[config.mk]
export PLATFORM = sky130hd
export DESIGN_NAME = i2c_line_ctl
export DESIGN_NICKNAME = d
export VERILOG_FILES = /design/src/rtl/i2c_lc_pkg.sv /design/src/rtl/i2c_lc_sync.sv /design/src/rtl/i2c_lc_regs.sv /design/src/rtl/i2c_lc_seq.sv /design/src/rtl/i2c_line_ctl.sv
export SDC_FILE = /design/constraint.sdc
export NUM_CORES = 1
export LEC_CHECK = 0
export CORE_MARGIN = 1
export CORE_UTILIZATION = 55
export DETAILED_ROUTE_END_ITERATION = 7
export DONT_BUFFER_PORTS = 1
export HOLD_SLACK_MARGIN = 0.05
export MAX_ROUTING_LAYER = met4
export PLACE_DENSITY = 0.71
export SLEW_MARGIN = 20
export SYNTH_ARGS = -nofsm -noshare
export SYNTH_HDL_FRONTEND = slang
export SYNTH_SLANG_ARGS = --single-unit
[constraint.sdc]
create_clock -name clk -period 1.9 [get_ports clk]
set_input_delay 0.38 -clock clk [delete_from_list [all_inputs] [get_ports clk]]
set_output_delay 0.38 -clock clk [all_outputs]
set_load 0.05 [all_outputs]
[src/rtl/i2c_lc_pkg.sv]
package i2c_lc_pkg;
    localparam int LCR_W      = 6;
    localparam int B_SDA_EN   = 0;
    localparam int B_SDA_LVL  = 1;
    localparam int B_SCL_EN   = 2;
    localparam int B_SCL_LVL  = 3;
    localparam int B_SDA_SEEN = 4;
    localparam int B_SCL_SEEN = 5;

    typedef enum logic [1:0] {
        RS_IDLE = 2'd0,
        RS_SAMP = 2'd1,
        RS_LOW  = 2'd2,
        RS_HIGH = 2'd3
    } rec_state_e;
endpackage

[src/rtl/i2c_lc_sync.sv]
module i2c_lc_sync #(
    parameter int   STAGES  = 2,
    parameter logic RST_VAL = 1'b1
) (
    input  logic clk,
    input  logic rst_n,
    input  logic d_i,
    output logic q_o
);
    logic [STAGES-1:0] sh_q;

    generate
        if (STAGES == 1) begin : g_one
            always_ff @(posedge clk or negedge rst_n) begin
                if (!rst_n) sh_q <= RST_VAL;
                else        sh_q <= d_i;
            end
        end else begin : g_many
            always_ff @(posedge clk or negedge rst_n) begin
                if (!rst_n) sh_q <= {STAGES{RST_VAL}};
                else        sh_q <= {sh_q[STAGES-2:0], d_i};
            end
        end
    endgenerate

    assign q_o = sh_q[STAGES-1];
endmodule

[src/rtl/i2c_lc_regs.sv]
module i2c_lc_regs (
    input  logic       clk,
    input  logic       rst_n,
    input  logic       we_i,
    input  logic [3:0] wdata_i,
    input  logic       clr_scl_en_i,
    output logic       sda_en_o,
    output logic       sda_lvl_o,
    output logic       scl_en_o,
    output logic       scl_lvl_o
);
    import i2c_lc_pkg::*;

    typedef struct packed {
        logic sda_en;
        logic sda_lvl;
        logic scl_en;
        logic scl_lvl;
    } lcr_t;

    lcr_t r_d, r_q;

    always_comb begin
        r_d = r_q;
        if (we_i) begin
            r_d.sda_en  = wdata_i[B_SDA_EN];
            r_d.sda_lvl = wdata_i[B_SDA_LVL];
            r_d.scl_en  = wdata_i[B_SCL_EN];
            r_d.scl_lvl = wdata_i[B_SCL_LVL];
        end
        // end of recovery hands SCL back to the core
        if (clr_scl_en_i) r_d.scl_en = 1'b0;
    end

    always_ff @(posedge clk or negedge rst_n) begin
        if (!rst_n) r_q <= '{sda_en: 1'b0, sda_lvl: 1'b1, scl_en: 1'b0, scl_lvl: 1'b1};
        else        r_q <= r_d;
    end

    assign sda_en_o  = r_q.sda_en;
    assign sda_lvl_o = r_q.sda_lvl;
    assign scl_en_o  = r_q.scl_en;
    assign scl_lvl_o = r_q.scl_lvl;

    AST_OVR_RELEASED: assert property (@(posedge clk) disable iff (!rst_n)
        clr_scl_en_i |=> !scl_en_o);
endmodule

[src/rtl/i2c_lc_seq.sv]
module i2c_lc_seq #(
    parameter int MAX_PULSES = 9,
    parameter int SAMPLES    = 3,
    parameter int PH_W       = 12,
    parameter int PH_DEFAULT = 1250
) (
    input  logic            clk,
    input  logic            rst_n,
    input  logic            start_i,
    input  logic            core_idle_i,
    input  logic            sda_i,
    input  logic [PH_W-1:0] phase_len_i,
    output logic            busy_o,
    output logic            scl_o,
    output logic            done_o,
    output logic            fail_o
);
    import i2c_lc_pkg::*;

    localparam int PC_W = $clog2(MAX_PULSES + 1);
    localparam int SC_W = (SAMPLES > 1) ? $clog2(SAMPLES) : 1;

    typedef struct packed {
        rec_state_e      st;
        logic [SC_W-1:0] samp;
        logic            all_hi;
        logic [PC_W-1:0] pulses;
        logic [PH_W-1:0] ph;
        logic [PH_W-1:0] ph_last;
        logic            done;
        logic            fail;
    } seq_t;

    seq_t s_d, s_q;
    logic hi_now;
    logic [PH_W-1:0] len_eff;

    assign len_eff = (phase_len_i == '0) ? PH_W'(PH_DEFAULT) : phase_len_i;

    always_comb begin
        s_d      = s_q;
        s_d.done = 1'b0;
        hi_now   = s_q.all_hi & sda_i;
        unique case (s_q.st)
            RS_IDLE: begin
                if (start_i && core_idle_i) begin
                    s_d.st      = RS_SAMP;
                    s_d.samp    = '0;
                    s_d.all_hi  = 1'b1;
                    s_d.pulses  = '0;
                    s_d.fail    = 1'b0;
                    s_d.ph_last = len_eff - 1'b1;
                end
            end
            RS_SAMP: begin
                if (s_q.samp == SC_W'(SAMPLES - 1)) begin
                    if (hi_now || s_q.pulses == PC_W'(MAX_PULSES)) begin
                        s_d.st   = RS_IDLE;
                        s_d.done = 1'b1;
                        s_d.fail = ~hi_now;
                    end else begin
                        s_d.st = RS_LOW;
                        s_d.ph = '0;
                    end
                end else begin
                    s_d.samp   = s_q.samp + 1'b1;
                    s_d.all_hi = hi_now;
                end
            end
            RS_LOW: begin
                if (s_q.ph == s_q.ph_last) begin
                    s_d.st = RS_HIGH;
                    s_d.ph = '0;
                end else begin
                    s_d.ph = s_q.ph + 1'b1;
                end
            end
            RS_HIGH: begin
                if (s_q.ph == s_q.ph_last) begin
                    s_d.st     = RS_SAMP;
                    s_d.samp   = '0;
                    s_d.all_hi = 1'b1;
                    s_d.pulses = s_q.pulses + 1'b1;
                end else begin
                    s_d.ph = s_q.ph + 1'b1;
                end
            end
            default: s_d.st = RS_IDLE;
        endcase
    end

    always_ff @(posedge clk or negedge rst_n) begin
        if (!rst_n) s_q <= '{st: RS_IDLE, default: '0};
        else        s_q <= s_d;
    end

    assign busy_o = (s_q.st != RS_IDLE);
    assign scl_o  = (s_q.st != RS_LOW);
    assign done_o = s_q.done;
    assign fail_o = s_q.fail;

    AST_PULSE_CAP: assert property (@(posedge clk) disable iff (!rst_n)
        s_q.pulses <= PC_W'(MAX_PULSES));
    AST_LOW_AFTER_SAMPLES: assert property (@(posedge clk) disable iff (!rst_n)
        (s_q.st == RS_LOW && $past(s_q.st) != RS_LOW) |->
        ($past(s_q.st) == RS_SAMP && $past(s_q.samp) == SC_W'(SAMPLES - 1)));
    AST_DONE_SINGLE: assert property (@(posedge clk) disable iff (!rst_n)
        s_q.done |=> !s_q.done);
    AST_OK_SEES_SDA: assert property (@(posedge clk) disable iff (!rst_n)
        (s_q.done && !s_q.fail) |-> $past(sda_i));
    AST_FAIL_AT_CAP: assert property (@(posedge clk) disable iff (!rst_n)
        (s_q.done && s_q.fail) |-> s_q.pulses == PC_W'(MAX_PULSES));
endmodule

[src/rtl/i2c_line_ctl.sv]
module i2c_line_ctl #(
    parameter int SYNC_STAGES   = 2,
    parameter int MAX_PULSES    = 9,
    parameter int SAMPLES       = 3,
    parameter int PH_W          = 12,
    parameter int PHASE_DEFAULT = 1250
) (
    input  logic            clk,
    input  logic            rst_n,
    input  logic            core_scl_i,
    input  logic            core_sda_i,
    input  logic            core_idle_i,
    input  logic            core_start_req_i,
    output logic            core_start_gnt_o,
    input  logic            pad_scl_i,
    input  logic            pad_sda_i,
    output logic            pad_scl_o,
    output logic            pad_sda_o,
    input  logic            lcr_we_i,
    input  logic [3:0]      lcr_wdata_i,
    output logic [5:0]      lcr_rdata_o,
    input  logic            rec_start_i,
    input  logic [PH_W-1:0] rec_phase_i,
    output logic            rec_busy_o,
    output logic            rec_done_o,
    output logic            rec_fail_o
);
    import i2c_lc_pkg::*;

    logic sda_seen, scl_seen;
    logic sda_en, sda_lvl, scl_en, scl_lvl;
    logic seq_busy, seq_scl, seq_done, seq_fail;

    i2c_lc_sync #(.STAGES(SYNC_STAGES), .RST_VAL(1'b1)) u_sync_sda (
        .clk(clk), .rst_n(rst_n), .d_i(pad_sda_i), .q_o(sda_seen));
    i2c_lc_sync #(.STAGES(SYNC_STAGES), .RST_VAL(1'b1)) u_sync_scl (
        .clk(clk), .rst_n(rst_n), .d_i(pad_scl_i), .q_o(scl_seen));

    i2c_lc_regs u_regs (
        .clk(clk), .rst_n(rst_n),
        .we_i(lcr_we_i), .wdata_i(lcr_wdata_i), .clr_scl_en_i(seq_done),
        .sda_en_o(sda_en), .sda_lvl_o(sda_lvl),
        .scl_en_o(scl_en), .scl_lvl_o(scl_lvl));

    i2c_lc_seq #(
        .MAX_PULSES(MAX_PULSES), .SAMPLES(SAMPLES),
        .PH_W(PH_W), .PH_DEFAULT(PHASE_DEFAULT)
    ) u_seq (
        .clk(clk), .rst_n(rst_n),
        .start_i(rec_start_i), .core_idle_i(core_idle_i),
        .sda_i(sda_seen), .phase_len_i(rec_phase_i),
        .busy_o(seq_busy), .scl_o(seq_scl),
        .done_o(seq_done), .fail_o(seq_fail));

    always_comb begin
        if (seq_busy)    pad_scl_o = seq_scl;
        else if (scl_en) pad_scl_o = scl_lvl;
        else             pad_scl_o = core_scl_i;
        pad_sda_o = sda_en ? sda_lvl : core_sda_i;
    end

    always_comb begin
        lcr_rdata_o             = '0;
        lcr_rdata_o[B_SDA_EN]   = sda_en;
        lcr_rdata_o[B_SDA_LVL]  = sda_lvl;
        lcr_rdata_o[B_SCL_EN]   = scl_en | seq_busy;
        lcr_rdata_o[B_SCL_LVL]  = seq_busy ? seq_scl : scl_lvl;
        lcr_rdata_o[B_SDA_SEEN] = sda_seen;
        lcr_rdata_o[B_SCL_SEEN] = scl_seen;
    end

    assign core_start_gnt_o = core_start_req_i & ~seq_busy;
    assign rec_busy_o       = seq_busy;
    assign rec_done_o       = seq_done;
    assign rec_fail_o       = seq_fail;

    AST_START_WHEN_IDLE: assert property (@(posedge clk) disable iff (!rst_n)
        $rose(seq_busy) |-> $past(core_idle_i));
    AST_DONE_ENDS_BUSY: assert property (@(posedge clk) disable iff (!rst_n)
        seq_done |-> !seq_busy);
endmodule

# [Word-level counts from Yosys, hierarchy flattened]
# Cells that the tools add are included.
[op_classes] bitwise=5 n_eq_ne=15 n_addsub=4 muxes=26 reduce_logical=16
[ops] cell="2-to-1 mux 12 bit" count=5
[ops] cell="one-hot mux 12 bit (3 select lines)" count=1
[ops] cell="2-to-1 mux 9 bit" count=2
[ops] cell="AND reduction 4 bit" count=4
[ops] cell="adder 12 x 1 -> 12 bit (second input constant)" count=1
[ops] cell="equality test 12 bit" count=1
[ops] cell="zero test 12 bit" count=1
[ops] cell="2-to-1 mux 2 bit" count=6
[ops] cell="subtractor 12 x 1 -> 12 bit (second input constant)" count=1
[ops] cell="!= test 2 x 1 -> 1 bit (second input constant)" count=5
[ops] cell="one-hot mux 3 bit (3 select lines)" count=1
[ops] cell="!= test 2 bit (second input constant)" count=4
[ops] cell="one-hot mux 2 bit (4 select lines)" count=1
[ops] cell="one-hot mux 4 bit (2 select lines)" count=1
[ops] cell="nonzero test 2 bit" count=4
[ops] cell="2-to-1 mux 1 bit" count=7
[ops] cell="equality test 2 bit (second input constant)" count=3
[ops] cell="nonzero test 3 bit" count=2
[ops] cell="adder 4 x 1 -> 4 bit (second input constant)" count=1
[ops] cell="equality test 4 bit (second input constant)" count=1
[ops] cell="2-to-1 mux 3 bit" count=1
[ops] cell="AND reduction 3 bit" count=1
[ops] cell="adder 2 x 1 -> 2 bit (second input constant)" count=1
[ops] cell="bitwise AND 1 bit" count=2
[ops] cell="8 further kinds" count=9
[word_totals] inputBits=26 elab_cells=80 regBits=43 out_inout_bits=12

# [Depth between registers and ports, before layout]
# Gate-level depths: netlist of run 1.
[logic_depth] ltp_word=5 depth_mapped=8 mapped_depth_nobuf=8

# [Hierarchy]
# Synthesis of run 1 repeated with hierarchy kept, for this count alone.
[unflattened] cells_unflattened=268 hier_area_um2=2596.2
[modules_own_cells] module="i2c_lc_seq" cells_each=243 area_each_um2=2255.9 seq_area_each_um2=875.8 instances=1
[modules_own_cells] module="i2c_lc_regs" cells_each=9 area_each_um2=150.1 seq_area_each_um2=102.6 instances=1
[modules_own_cells] module="i2c_lc_sync" cells_each=2 area_each_um2=52.6 seq_area_each_um2=52.6 instances=2
[modules_own_cells] module="i2c_line_ctl" cells_each=12 area_each_um2=85.1 seq_area_each_um2=0.0 instances=1

# [Worst setup path before layout of run 1]
# No wires, ideal clock.
[synth_path] path_kind="reg-to-output" start="register u_seq.s_q[33] (netlist name)" end="output port pad_scl_o" arrival_time_ps=2148 path_buffers=1 slack_ps=-628 t_required_ps=1520 stages_incl_launch_ff=6 path_cell_list="dfrtp_1 -> inv_1 -> ha_1 -> clkbuf_1 -> inv_1 -> a21oi_1"
[synth_via] elab_chain_len=2
[synth_lines] item="from (decl)" line_no="i2c_lc_seq.sv:34" source="seq_t s_d, s_q;"
[synth_lines] item="from (signal assigned)" line_no="i2c_lc_seq.sv:93" source="if (!rst_n) s_q <= '{st: RS_IDLE, default: '0};"
[synth_lines] item="from (signal assigned)" line_no="i2c_lc_seq.sv:94" source="else s_q <= s_d;"
[synth_lines] item="nonzero test 2 bit" line_no="i2c_lc_seq.sv:97" source="assign busy_o = (s_q.st != RS_IDLE);"
[synth_lines] item="net rec_busy_o" line_no="i2c_line_ctl.sv:24" source="output logic rec_busy_o,"
[synth_lines] item="2-to-1 mux 1 bit" line_no="i2c_line_ctl.sv:56" source="if (seq_busy) pad_scl_o = seq_scl;"
[synth_lines] item="to (decl)" line_no="i2c_line_ctl.sv:17" source="output logic pad_scl_o,"
# The timed path passes the listed nets, and every way through them passes these cells.

# [Worst setup path in the final report of run 1]
[layout_path] start="register u_seq.s_q[10] (netlist name)" end="register u_seq.s_q[23] (netlist name)"
[layout_via] elab_chain_len=3
[layout_lines] item="equality test 12 bit (*)" line_no="i2c_lc_seq.sv:71, i2c_lc_seq.sv:79"
[layout_lines] item="2-to-1 mux 12 bit / != test 2 bit (equally long branches)"
[layout_lines] item="one-hot mux 12 bit (3 select lines) / AND reduction 4 bit (equally long branches)"
# Every way passes the cells marked *; elsewhere a longest branch is shown, timed or not.
# A chain may end at the register's enable or synchronous reset.

==> results.env, run 1 <==
DIE-AREA_SQ_UM=4920
TIMING.CRITICAL_PATH.REQUIRED_PS=2090
ROUTE.DETAILED.DRC=0
NETLIST_TOP_CELLS_AREA='dfrtp_1 (36%), dfstp_2 (6.2%), xor2_1 (5.8%)'
FINAL_HOLD_VIOL_COUNT=0
WORSTSETUPENDPOINTTYPE='flip-flop'
CRITICALPATHCATEGORY='reg2reg'
SETUP_WS_PS=-123
GRT_MAX_DEGREE=44
SLEW_HEADROOM=0.666
FIN_CRIT_PS=2020
NETLIST.TOP_CELL.BY_AREA='dfrtp_1'
SYNTH.AVG_CELL_AREA_SQ_UM=9.65
YOSYS_WARNINGS=0
IOPINCOUNT=38
DIEWIDTH_UM=70.2
DPL.HPWL_UM=4150
FIRSTDRTPASSITERS=4
ASYNC_RESET_FF_FRAC=1.00
FIRST_GLOBAL_VIAS=2050
DRT.ANTENNA.VIOLATING_NETS=0
SYNTH_FF_TYPE='dfrtp_1'
FINALCLOCKSKEW_PS=14.2
POSTSYNTHREGISTERBITS=43
FINAL_NETS=357
DIE_H_UM=70.2
RSZ0062_AT_GRT='yes'
SETUP_VIOLATIONS=17
WORSTMARGINPINSLEW_PS=500
PLACE_WORST_SETUP_SLACK_PS=-64.7
PLACED_CELL_AREA_SQ_UM=2880
CTS-ROOT-BUF='clkbuf_8'
NUM_VIAS=2206
START_KIND='flip-flop'
INITIAL_CELL_DENSITY_OF_THE_CORE=0.579
WORST_IR_DROP_VDD_V=0.000674
CLK_PATH_BUF_DEPTH=2
VIAS_PER_CELL=5.90
LEAKAGEPOWER_uW=0.00148
SYN_NETS=301
SYNTH-SEQ-AREA-SHARE=0.424
VIOLATED_CHECKS='negative setup slack'
DESIGN_AREA_SQ_UM=3360
CLKLATENCYLATEPIN_PS=310
GRT_ANTENNA_BEFORE_REPAIR=0
CLOCK_TREE.HTREE_LEVEL_COUNT=2
FINAL-MAX-SLEW-VIOLATION-COUNT=0
TRITONCTS='built'
NUMBER_OF_SINKS_DRIVEN_BY_THE_CLOCK_TREE=43
AREA_GROWTH_PCT=31.5
MOST-COMMON-LAYOUT-CELLS='buf_4 (44), dfrtp_1 (37), nand2_1 (22)'
CLOCK.FMAX_MHz=494
SUMMED_INSTANCE_AREA_OF_THE_SYNTHESIZED_NETLIST_SQ_UM=2560
IO_BUFFERS=0
NUM_ANTENNA_CELLS=0
CRITICAL_PATH.MAX_FANOUT=5
NUMCTSBUFFERS=5
POST_ROUTE_CELLS_DRIVE_ABOVE_1_SHARE=0.382
HOLD_CLASS='in2reg'
GRT.TOTAL_USAGE=0.257
OUTCOME='complete, but fails checks'
POST-ROUTE-PERIOD-UTIL=1.06
COUNT_OF_FLIP_FLOPS_WITH_A_BUILT_IN_ENABLE_AFTER_SYNTHESIS=0
POST_SYNTH_CELL_TYPES=53
POST-PLACE-CELLS=345
DETAIL_ROUTE.WL_PER_CELL_UM=18.1
DRT_ITER0_DRC=129
GRT_FIRST_PASS_WIRELENGTH_UM=9450
PLACEABLECOREAREA_SQ_UM=4410
FP-ROW-COUNT=24
AREA_SHARE_OF_THE_LARGEST_CELL_TYPE_AFTER_SYNTHESIS=0.362
CLK_PIN_SLEW_PS=100
MOST_COMMON_CELL_AFTER_LAYOUT_FILL_AND_TAPS_ASIDE='buf_4'
FINALWIRELENGTH_UM=6760
PLACE.GP.CONGESTION=0.881
TOTAL_GLOBAL_ROUTING_OVERFLOW=0
POWER-PER-CELL-AREA_nW_PER_UM2=1300
WORST_EP_ARRIVAL_TIME_PS=2210
STDCELL_COUNT=374
MAX_CAP_VIOLATIONS=0
SYNTH_CELLS=265
-- registers in the layout, summed over array words and instances (netlist names) --
name / flops
u_regs.sda_en_o: 1
u_seq.done_o: 1
u_sync_sda.sh_q: 2
u_regs.scl_lvl_o: 1
u_regs.sda_lvl_o: 1
u_seq.fail_o: 1
u_sync_scl.sh_q: 2
u_regs.scl_en_o: 1
u_seq.s_q: 33
-- critical path: stages (launching register included) --
cell	delay (ps)
dfrtp_1	410
xor2_1	170
nor4_2	460
nand3_2	210
buf_6	180
buf_6	110
a21oi_4	170
buf_6	150
a21oi_1	40
-- path summary, 6_finish.rpt --
path	end	slack, ps	cells after the start	startpoint
max	u_seq.s_q[23]	-120	8	u_seq.s_q[10]
min	u_seq.s_q[2]	170	1	rec_phase_i[0]
max reg2reg	u_seq.s_q[23]	-120	8	u_seq.s_q[10]
min reg2reg	u_sync_sda.sh_q[1]	360	0	u_sync_sda.sh_q[0]
max in group asynchronous	u_regs.scl_lvl_o	1070	2	rst_n
min in group asynchronous	u_seq.s_q[33]	570	2	rst_n
-- layer usage --
metal,part of all wire,track usage,up-vias
met5,0,-,-
met4,0.030,0.104,0
met3,0.046,0.0635,18
met2,0.51,0.404,62
met1,0.42,0.320,1074
li1,-,-,1052
-- through the flow --
stage	TNS [ps]	util	power [uW]	hold WS, ps
global placement	-73.7	0.652	3030	85.6
CTS	-38.5	0.702	3910	53.5
detailed placement	-162	0.652	3080	85.9
global route	-3680	0.762	4590	157
floorplan	-28.1	-	2590	84.4
finish	-1510	0.762	4370	166
-- timing repair --
item | in CTS | in global routing
cloned | 0 | 0
gates resized for setup | 13 | 42
hold buffers | 2 | 2
pin swaps | 6 | 22
setup endpoints to repair | 13 | 25
buffers inserted | 6 | 11
endpoints found under the hold margin | 43 | 2
-- logic make-up (layout without fill, tap and decap cells) --
group	Yosys count	in the layout	synth area share
muxes	13	13	0.0548
adders and majority gates	10	10	0.0489
buffers and inverters	24	81	0.0489
and+or+nand+nor	97	97	0.206
DFF	43	43	0.424
xor gates and xnor gates	19	19	0.0651
AOI/OAI and AO/OA	59	59	0.152
-- layout make-up --
type,instances,area [sq um]
Inverter,13,52.6
Clock inverter,3,26.3
Fill cell,287,1050
Clock buffer,5,68.8
Timing Repair Buffer,60,523
Sequential cell,43,1080
Tap cell,52,65.1
Multi-Input combinational cell,198,1540
-- synthesized netlist by cell type, drive strengths merged (2+ instances only) --
cell type and instances:
nand4 8, and2 3, xnor2 2, a211oi 2
nor2b 3, a21oi 16, o31ai 2, nor2 16
mux2 5, nor3 5, nand2b 4, dfrtp 37
o2bb2ai 2, buf 8, o21ai 21, a31oi 4
nor4 5, mux2i 8, nand2 27, and3 3
inv 13, clkbuf 3, or3 9, dfstp 6
ha 10, xor2 17, nand3 6, o21bai 2
-- report_power, final --
group	internal [uW]	switching, uW
combinational	1090	1340
clock	271	357
sequential	1140	181
No activity file was read; power rests on OpenSTA's default activity.
==> run 2, diff against run 1 <==
--- a/config.mk
+++ b/config.mk
@@ -5,13 +5,14 @@
 export SDC_FILE = /design/constraint.sdc
 export NUM_CORES = 1
 export LEC_CHECK = 0
+export ABC_CLOCK_PERIOD_IN_PS = 1900
 export CORE_MARGIN = 1
 export CORE_UTILIZATION = 55
 export DETAILED_ROUTE_END_ITERATION = 7
 export DONT_BUFFER_PORTS = 1
 export HOLD_SLACK_MARGIN = 0.05
 export MAX_ROUTING_LAYER = met4
-export PLACE_DENSITY = 0.71
+export PLACE_DENSITY = 0.73
 export SLEW_MARGIN = 20
 export SYNTH_ARGS = -nofsm -noshare
 export SYNTH_HDL_FRONTEND = slang
==> run 2 against run 1 <==
Effect of this change: sequential power about the same; routed wire length down 7.5%; the run still ends with negative setup slack left; clock skew down 7.4 ps; largest power group unchanged.
==> results.env, run 2 (same netlist as run 1, synthesis figures left out) <==
HOLD_CLASS='in2reg'
POST-PLACE-CELLS=342  # -0.87%
PLACE_WORST_SETUP_SLACK_PS=-63.0  # +1.64 ps
DIEWIDTH_UM=70.2  # unchanged
INT_POWER_uW=2660  # +6.7%
CRITICAL_PATH.MAX_FANOUT=5  # unchanged
SETUP_VIOLATIONS=12  # -5
TIMING.CRITICAL_PATH.REQUIRED_PS=2120  # +30 ps
NUM_VIAS=2166  # -1.8%
SETUP_WS_PS=-136  # -13.3 ps
PLACEABLECOREAREA_SQ_UM=4410  # unchanged
DRT.ANTENNA.VIOLATING_NETS=0  # unchanged
INITIAL_CELL_DENSITY_OF_THE_CORE=0.579  # unchanged
SEQPWRFRAC=0.292  # -0.009
CRITICAL_PATH.REG2REG.STARTPOINT='u_seq.s_q[26]'
TIMING.CRITICAL_PATH.SLOWEST_STAGE_CELL='dfrtp_1'
FINALWIRELENGTH_UM=6250  # -7.5%
LEAKAGEPOWER_uW=0.00147  # -0.84%
SWITCHINGPOWER_uW=1810  # -3.5%
GRT_FIRST_PASS_WIRELENGTH_UM=9720  # +2.8%
DIE_H_UM=70.2  # unchanged
COMB_POWER_SHARE=0.564  # +0.009
FINALCLOCKSKEW_PS=6.80  # -7.35 ps
CLK_PATH_BUF_DEPTH=2  # unchanged
LARGEST_REGISTER='u_seq.s_q'
IOPINCOUNT=38  # unchanged
TIMING.CRITICAL_PATH.CELLS='ha_2 > and3b_2 > o32ai_4 > buf_12 > nand4_1 > or3_1 > a21oi_1'
NUMCTSBUFFERS=5  # unchanged
MIN-DELAY-START='pad_scl_i'
NUM_ANTENNA_CELLS=0  # unchanged
CLOCK_TREE.HTREE_LEVEL_COUNT=2  # unchanged
FP-ROW-COUNT=24  # unchanged
WORST_EP_ARRIVAL_TIME_PS=2250  # +40 ps
CRITICALPATHCATEGORY='reg2reg'
WORSTSETUPENDPOINTTYPE='flip-flop'
FIRSTDRTPASSITERS=4  # unchanged
NUMBER_OF_SINKS_DRIVEN_BY_THE_CLOCK_TREE=43  # unchanged
GRT_ANTENNA_BEFORE_REPAIR=0  # unchanged
CTS-ROOT-BUF='clkbuf_8'
WORST_IR_DROP_VDD_V=0.000920  # +37%
TOTAL_GLOBAL_ROUTING_OVERFLOW=0  # unchanged
PLACE.GP.CONGESTION=0.838  # -4.9%
OUTCOME='complete, but fails checks'
POST_ROUTE_CELLS_DRIVE_ABOVE_1_SHARE=0.356  # -0.0264
STDCELL_COUNT=367  # -1.9%
DESIGN_AREA_SQ_UM=3340  # -0.67%
FLIP_FLOP_COUNT_OF_THE_LARGEST_REGISTER_AFTER_LAYOUT=33  # unchanged
ROUTE.DETAILED.DRC=0  # unchanged
CP_SLOWEST_STAGE_DELAY_PS=400  # -60 ps
POST-ROUTE-PERIOD-UTIL=1.07  # +0.00701
MOST-COMMON-LAYOUT-CELLS='buf_4 (39), dfrtp_1 (37), nand2_1 (24)'
START_KIND='flip-flop'
FINAL_HOLD_VIOL_COUNT=0  # unchanged
POWER-PER-CELL-AREA_nW_PER_UM2=1340  # +3.0%
DIE-AREA_SQ_UM=4920  # unchanged
GRT.TOTAL_USAGE=0.260  # +0.00271
REG_TOP3='u_seq.s_q (33), u_sync_scl.sh_q (2), u_sync_sda.sh_q (2)'
MOST_COMMON_CELL_AFTER_LAYOUT_FILL_AND_TAPS_ASIDE='buf_4'
FIRST_GLOBAL_VIAS=2113  # +3.1%
AREA_GROWTH_PCT=30.6
FINAL_NETS=350  # -2.0%
IO_BUFFERS=0  # unchanged
POWER.SWITCHING_FRACTION=0.405  # -0.0243
FINAL-MAX-SLEW-VIOLATION-COUNT=0  # unchanged
VIAS_PER_CELL=5.90  # about the same
CLKLATENCYLATEPIN_PS=300  # about the same
GRT_MAX_DEGREE=44  # unchanged
VIOLATED_CHECKS='negative setup slack'
WORSTMARGINPINSLEW_PS=486  # -14.3 ps
POWER.CLOCK.FRACTION=0.144  # about the same
FIN_CRIT_PS=2040  # +13.3 ps
DPL.HPWL_UM=4060  # -2.3%
CLOCK.FMAX_MHz=491  # -0.65%
CRIT_PATH_START='u_seq.s_q[26]'
P_TOTAL_uW=4470  # +2.3%
CLK_PIN_SLEW_PS=80  # -20 ps
SLEW_HEADROOM=0.676  # +0.00957
DRT_ITER0_DRC=137  # +6.2%
MAX_CAP_VIOLATIONS=0  # unchanged
DETAIL_ROUTE.WL_PER_CELL_UM=17.0  # -5.7%
PLACED_CELL_AREA_SQ_UM=2880  # about the same
TRITONCTS='built'
RSZ0062_AT_GRT='yes'
-- run 2: final timing paths --
path,endpoint,slack (ps),cells after the start
worst max-delay path,u_seq.s_q[19],-140,7
worst min-delay path,u_sync_scl.sh_q[0],80,0
worst max register to register,u_seq.s_q[19],-140,7
worst min register to register,u_sync_sda.sh_q[1],350,0
max in group asynchronous,u_sync_sda.sh_q[0],1080,2
min in group asynchronous,u_seq.s_q[34],550,2
-- run 2: cell type report --
type | count | area (sq um)
tap | 52 | 65.1
sequential | 43 | 1080
timing repair buffer | 53 | 483
multi-input combinational | 198 | 1560
clock buffer | 8 | 100
inverter | 13 | 52.6
fill | 295 | 1070
-- run 2: routing by layer --
metal	up-vias	GRT usage	part of all wire
met5	-	-	0
met4	0	0.0578	0.014
met3	11	0.0491	0.056
met2	77	0.423	0.50
met1	1037	0.340	0.43
li1	1041	-	-
-- run 2: power by group through the flow --
stage / Clock, uW / Combinational, uW / Sequential [uW]
3_3_place_gp: 0 / 1810 / 1310
3_5_place_dp: 0 / 1850 / 1320
6_report: 646 / 2520 / 1300
2_1_floorplan: 0 / 1310 / 1280
4_1_cts: 649 / 2230 / 1300
5_1_grt: 678 / 2720 / 1330
-- run 2: worst max-delay path: cells and delay by family (launching register included) --
family	cells	cell delay, ps
buffers and inverters	1	150
AO/OA/AOI/OAI	2	500
AND/OR/NAND/NOR	3	720
adder cells (fa/ha/maj)	1	190
flip-flops	1	400
-- run 2: per-stage QoR --
step | utilization | hold slack, ps | TNS [ps]
2_1_floorplan | - | 84.4 | -28.1
3_3_place_gp | 0.652 | 85.7 | -9.15
3_5_place_dp | 0.652 | 86.1 | -89.1
4_1_cts | 0.717 | 74.1 | -58.2
5_1_grt | 0.757 | 66.6 | -2220
6_report | 0.757 | 75.7 | -742
-- run 2: repair_timing --
item,CTS,global route
hold buffers,2,0
hold endpoints to repair,43,0
buffers inserted,9,6
gates resized for setup,16,31
pin swaps,10,14
gates cloned,1,0
endpoints found under the setup margin,11,26
==> run 3, diff against run 2 <==
--- a/config.mk
+++ b/config.mk
@@ -12,7 +12,8 @@
 export DONT_BUFFER_PORTS = 1
 export HOLD_SLACK_MARGIN = 0.05
 export MAX_ROUTING_LAYER = met4
-export PLACE_DENSITY = 0.73
+export PLACE_DENSITY = 0.81
+export REMOVE_ABC_BUFFERS = 1
 export SLEW_MARGIN = 20
 export SYNTH_ARGS = -nofsm -noshare
 export SYNTH_HDL_FRONTEND = slang
==> run 3 against run 2 <==
Effect of this change: the run still ends with negative setup slack left; routed wire length fell by 4.5%; clock skew rose by 5.2 ps; critical path type unchanged; critical path depth did not move; combinational power fell by 14%; highest routed layer unchanged; largest power group unchanged; die area did not move; clock power rose by 29%; hold slack got worse by 7.4 ps; largest cell class unchanged; register-to-register slack improved by 100 ps.
==> results.env, run 3 (same netlist as run 1, synthesis figures left out) <==
OUTCOME='complete, but fails checks'
VIOLATED_CHECKS='negative setup slack'
GRT_FIRST_PASS_WIRELENGTH_UM=10100  # +3.6%
DIE-AREA_SQ_UM=4920  # unchanged
PLACED_CELL_AREA_SQ_UM=2930  # +1.6%
START_KIND='flip-flop'
GRT_ANTENNA_BEFORE_REPAIR=0  # unchanged
NUM_VIAS=2161  # -0.23%
INITIAL_CELL_DENSITY_OF_THE_CORE=0.579  # unchanged
FINAL_HOLD_VIOL_COUNT=0  # unchanged
DRT.ANTENNA.VIOLATING_NETS=0  # unchanged
TIMING.CRITICAL_PATH.SLOWEST_STAGE_CELL='dfrtp_1'
FIN_CRIT_PS=1930  # -103 ps
WORSTSETUPENDPOINTTYPE='flip-flop'
DETAIL_ROUTE.WL_PER_CELL_UM=16.2  # -5.0%
SETUP_WS_PS=-32.5  # +103 ps
N_FILL_CELL=295  # unchanged
CLOCK.FMAX_MHz=517  # +5.3%
CLKLATENCYLATEPIN_PS=300  # about the same
WORST_IR_DROP_VDD_V=0.000592  # -36%
GRT.TOTAL_USAGE=0.266  # +0.00598
POST_ROUTE_CELLS_DRIVE_ABOVE_1_SHARE=0.319  # -0.0369
POST-PLACE-CELLS=355  # +3.8%
SETUP_VIOLATIONS=4  # -8
IOPINCOUNT=38  # unchanged
LARGEST_REGISTER='u_seq.s_q'
TIMING.CRITICAL_PATH.CELLS='ha_2 > and3b_2 > o32ai_4 > buf_6 > nand4_1 > or3_1 > a21oi_1'
TOTAL_GLOBAL_ROUTING_OVERFLOW=0  # unchanged
SLEW_HEADROOM=0.672  # -0.00423
FINALCLOCKSKEW_PS=12.0  # +5.24 ps
GRT_MAX_DEGREE=44  # unchanged
CLK_PIN_SLEW_PS=80  # about the same
DPL.HPWL_UM=4300  # +6.0%
FINAL-MAX-SLEW-VIOLATION-COUNT=0  # unchanged
NUMBER_OF_SINKS_DRIVEN_BY_THE_CLOCK_TREE=43  # unchanged
VIAS_PER_CELL=5.86  # -0.77%
MOST-COMMON-LAYOUT-CELLS='buf_4 (46), dfrtp_1 (37), nand2_1 (26)'
FP-ROW-COUNT=24  # unchanged
POST-ROUTE-PERIOD-UTIL=1.02  # -0.0544
FIRSTDRTPASSITERS=4  # unchanged
HOLD_CLASS='in2reg'
DRT_ITER0_DRC=119  # -13%
PLACE.GP.CONGESTION=0.856  # +2.1%
TRITONCTS='built'
AREA_GROWTH_PCT=26.2
NUMCTSBUFFERS=5  # unchanged
PLACEABLECOREAREA_SQ_UM=4410  # unchanged
MAX_CAP_VIOLATIONS=0  # unchanged
CP_SLOWEST_STAGE_DELAY_PS=400  # about the same
WORSTMARGINPINSLEW_PS=492  # +6.34 ps
FINALWIRELENGTH_UM=5970  # -4.5%
STDCELL_COUNT=369  # +0.54%
IO_BUFFERS=0  # unchanged
POWER-PER-CELL-AREA_nW_PER_UM2=1340  # -0.19%
DIE_H_UM=70.2  # unchanged
DIEWIDTH_UM=70.2  # unchanged
FIRST_GLOBAL_VIAS=2244  # +6.2%
MOST_COMMON_CELL_AFTER_LAYOUT_FILL_AND_TAPS_ASIDE='buf_4'
RSZ0062_AT_GRT='yes'
CRITICALPATHCATEGORY='reg2reg'
NUM_ANTENNA_CELLS=0  # unchanged
LEAKAGEPOWER_uW=0.00143  # -2.8%
FLIP_FLOP_COUNT_OF_THE_LARGEST_REGISTER_AFTER_LAYOUT=33  # unchanged
REG_TOP3='u_seq.s_q (33), u_sync_scl.sh_q (2), u_sync_sda.sh_q (2)'
ROUTE.DETAILED.DRC=0  # unchanged
CRITICAL_PATH.MAX_FANOUT=7  # +2
CLK_PATH_BUF_DEPTH=2  # unchanged
DESIGN_AREA_SQ_UM=3230  # -3.4%
CLOCK_TREE.HTREE_LEVEL_COUNT=2  # unchanged
WORST_EP_ARRIVAL_TIME_PS=2150  # -100 ps
FINAL_NETS=352  # +0.57%
TIMING.CRITICAL_PATH.REQUIRED_PS=2120  # about the same
TNS_PS=-72.9  # +669 ps
CTS-ROOT-BUF='clkbuf_8'
[run 3: repair_timing]
| item | in CTS | in global routing |
|---|---|---|
| endpoints found under the hold margin | 43 | 0 |
| hold buffers | 2 | 0 |
| setup buffers | 4 | 0 |
| setup endpoints to repair | 7 | 24 |
| resized for setup | 14 | 14 |
| pin swaps | 2 | 5 |
[run 3: critical path, delay by kind of cell (launching register included)]
kind                       cells  cell delay, ps
adders and majority gates      1             180
DFF                            1             400
and+or+nand+nor                3             700
buffers and inverters          1             160
AOI/OAI and AO/OA              2             420
[run 3: final cells by class]
cell class,instances,area (sq um),area share
Clock buffer,6,72.6,0.0225
Tap cell,52,65.1,0.0202
Clock inverter,2,60.1,0.0186
Sequential cell,43,1080,0.336
Inverter,13,52.6,0.0163
Multi-Input combinational cell,198,1430,0.443
Timing Repair Buffer,55,463,0.144
[run 3: metal layers]
metal | global-route usage | up-vias | share of wire
met1 | 0.324 | 1034 | 0.42
met2 | 0.441 | 69 | 0.50
met3 | 0.0606 | 11 | 0.059
met4 | 0.0822 | 0 | 0.018
met5 | - | - | 0
li1 | - | 1047 | -
[run 3: report_power, final]
part           total, uW  internal (uW)  switching [uW]
sequential          1310           1140             171
clock                834            525             309
combinational       2170           1010            1160
[run 3: final timing paths]
kind	endpoint	depth (start not counted)	slack (ps)	startpoint
max	u_seq.s_q[20]	7	-30	u_seq.s_q[26]
min	u_sync_scl.sh_q[0]	0	70	pad_scl_i
max reg2reg	u_seq.s_q[20]	7	-30	u_seq.s_q[26]
min reg2reg	u_sync_sda.sh_q[1]	0	360	u_sync_sda.sh_q[0]
max in group asynchronous	u_regs.sda_lvl_o	2	1080	rst_n
min in group asynchronous	u_seq.s_q[16]	2	560	rst_n
[run 3: stage by stage]
stage,power (uW),utilization,worst slack (ps),hold slack (ps)
CTS,4180,0.719,-23.0,64.2
global placement,3090,0.663,28.0,86.0
floorplan,2450,-,-525,84.4
global route,4570,0.731,-128,55.1
detailed placement,3160,0.663,-96.7,86.2
finish,4310,0.731,-32.5,68.3
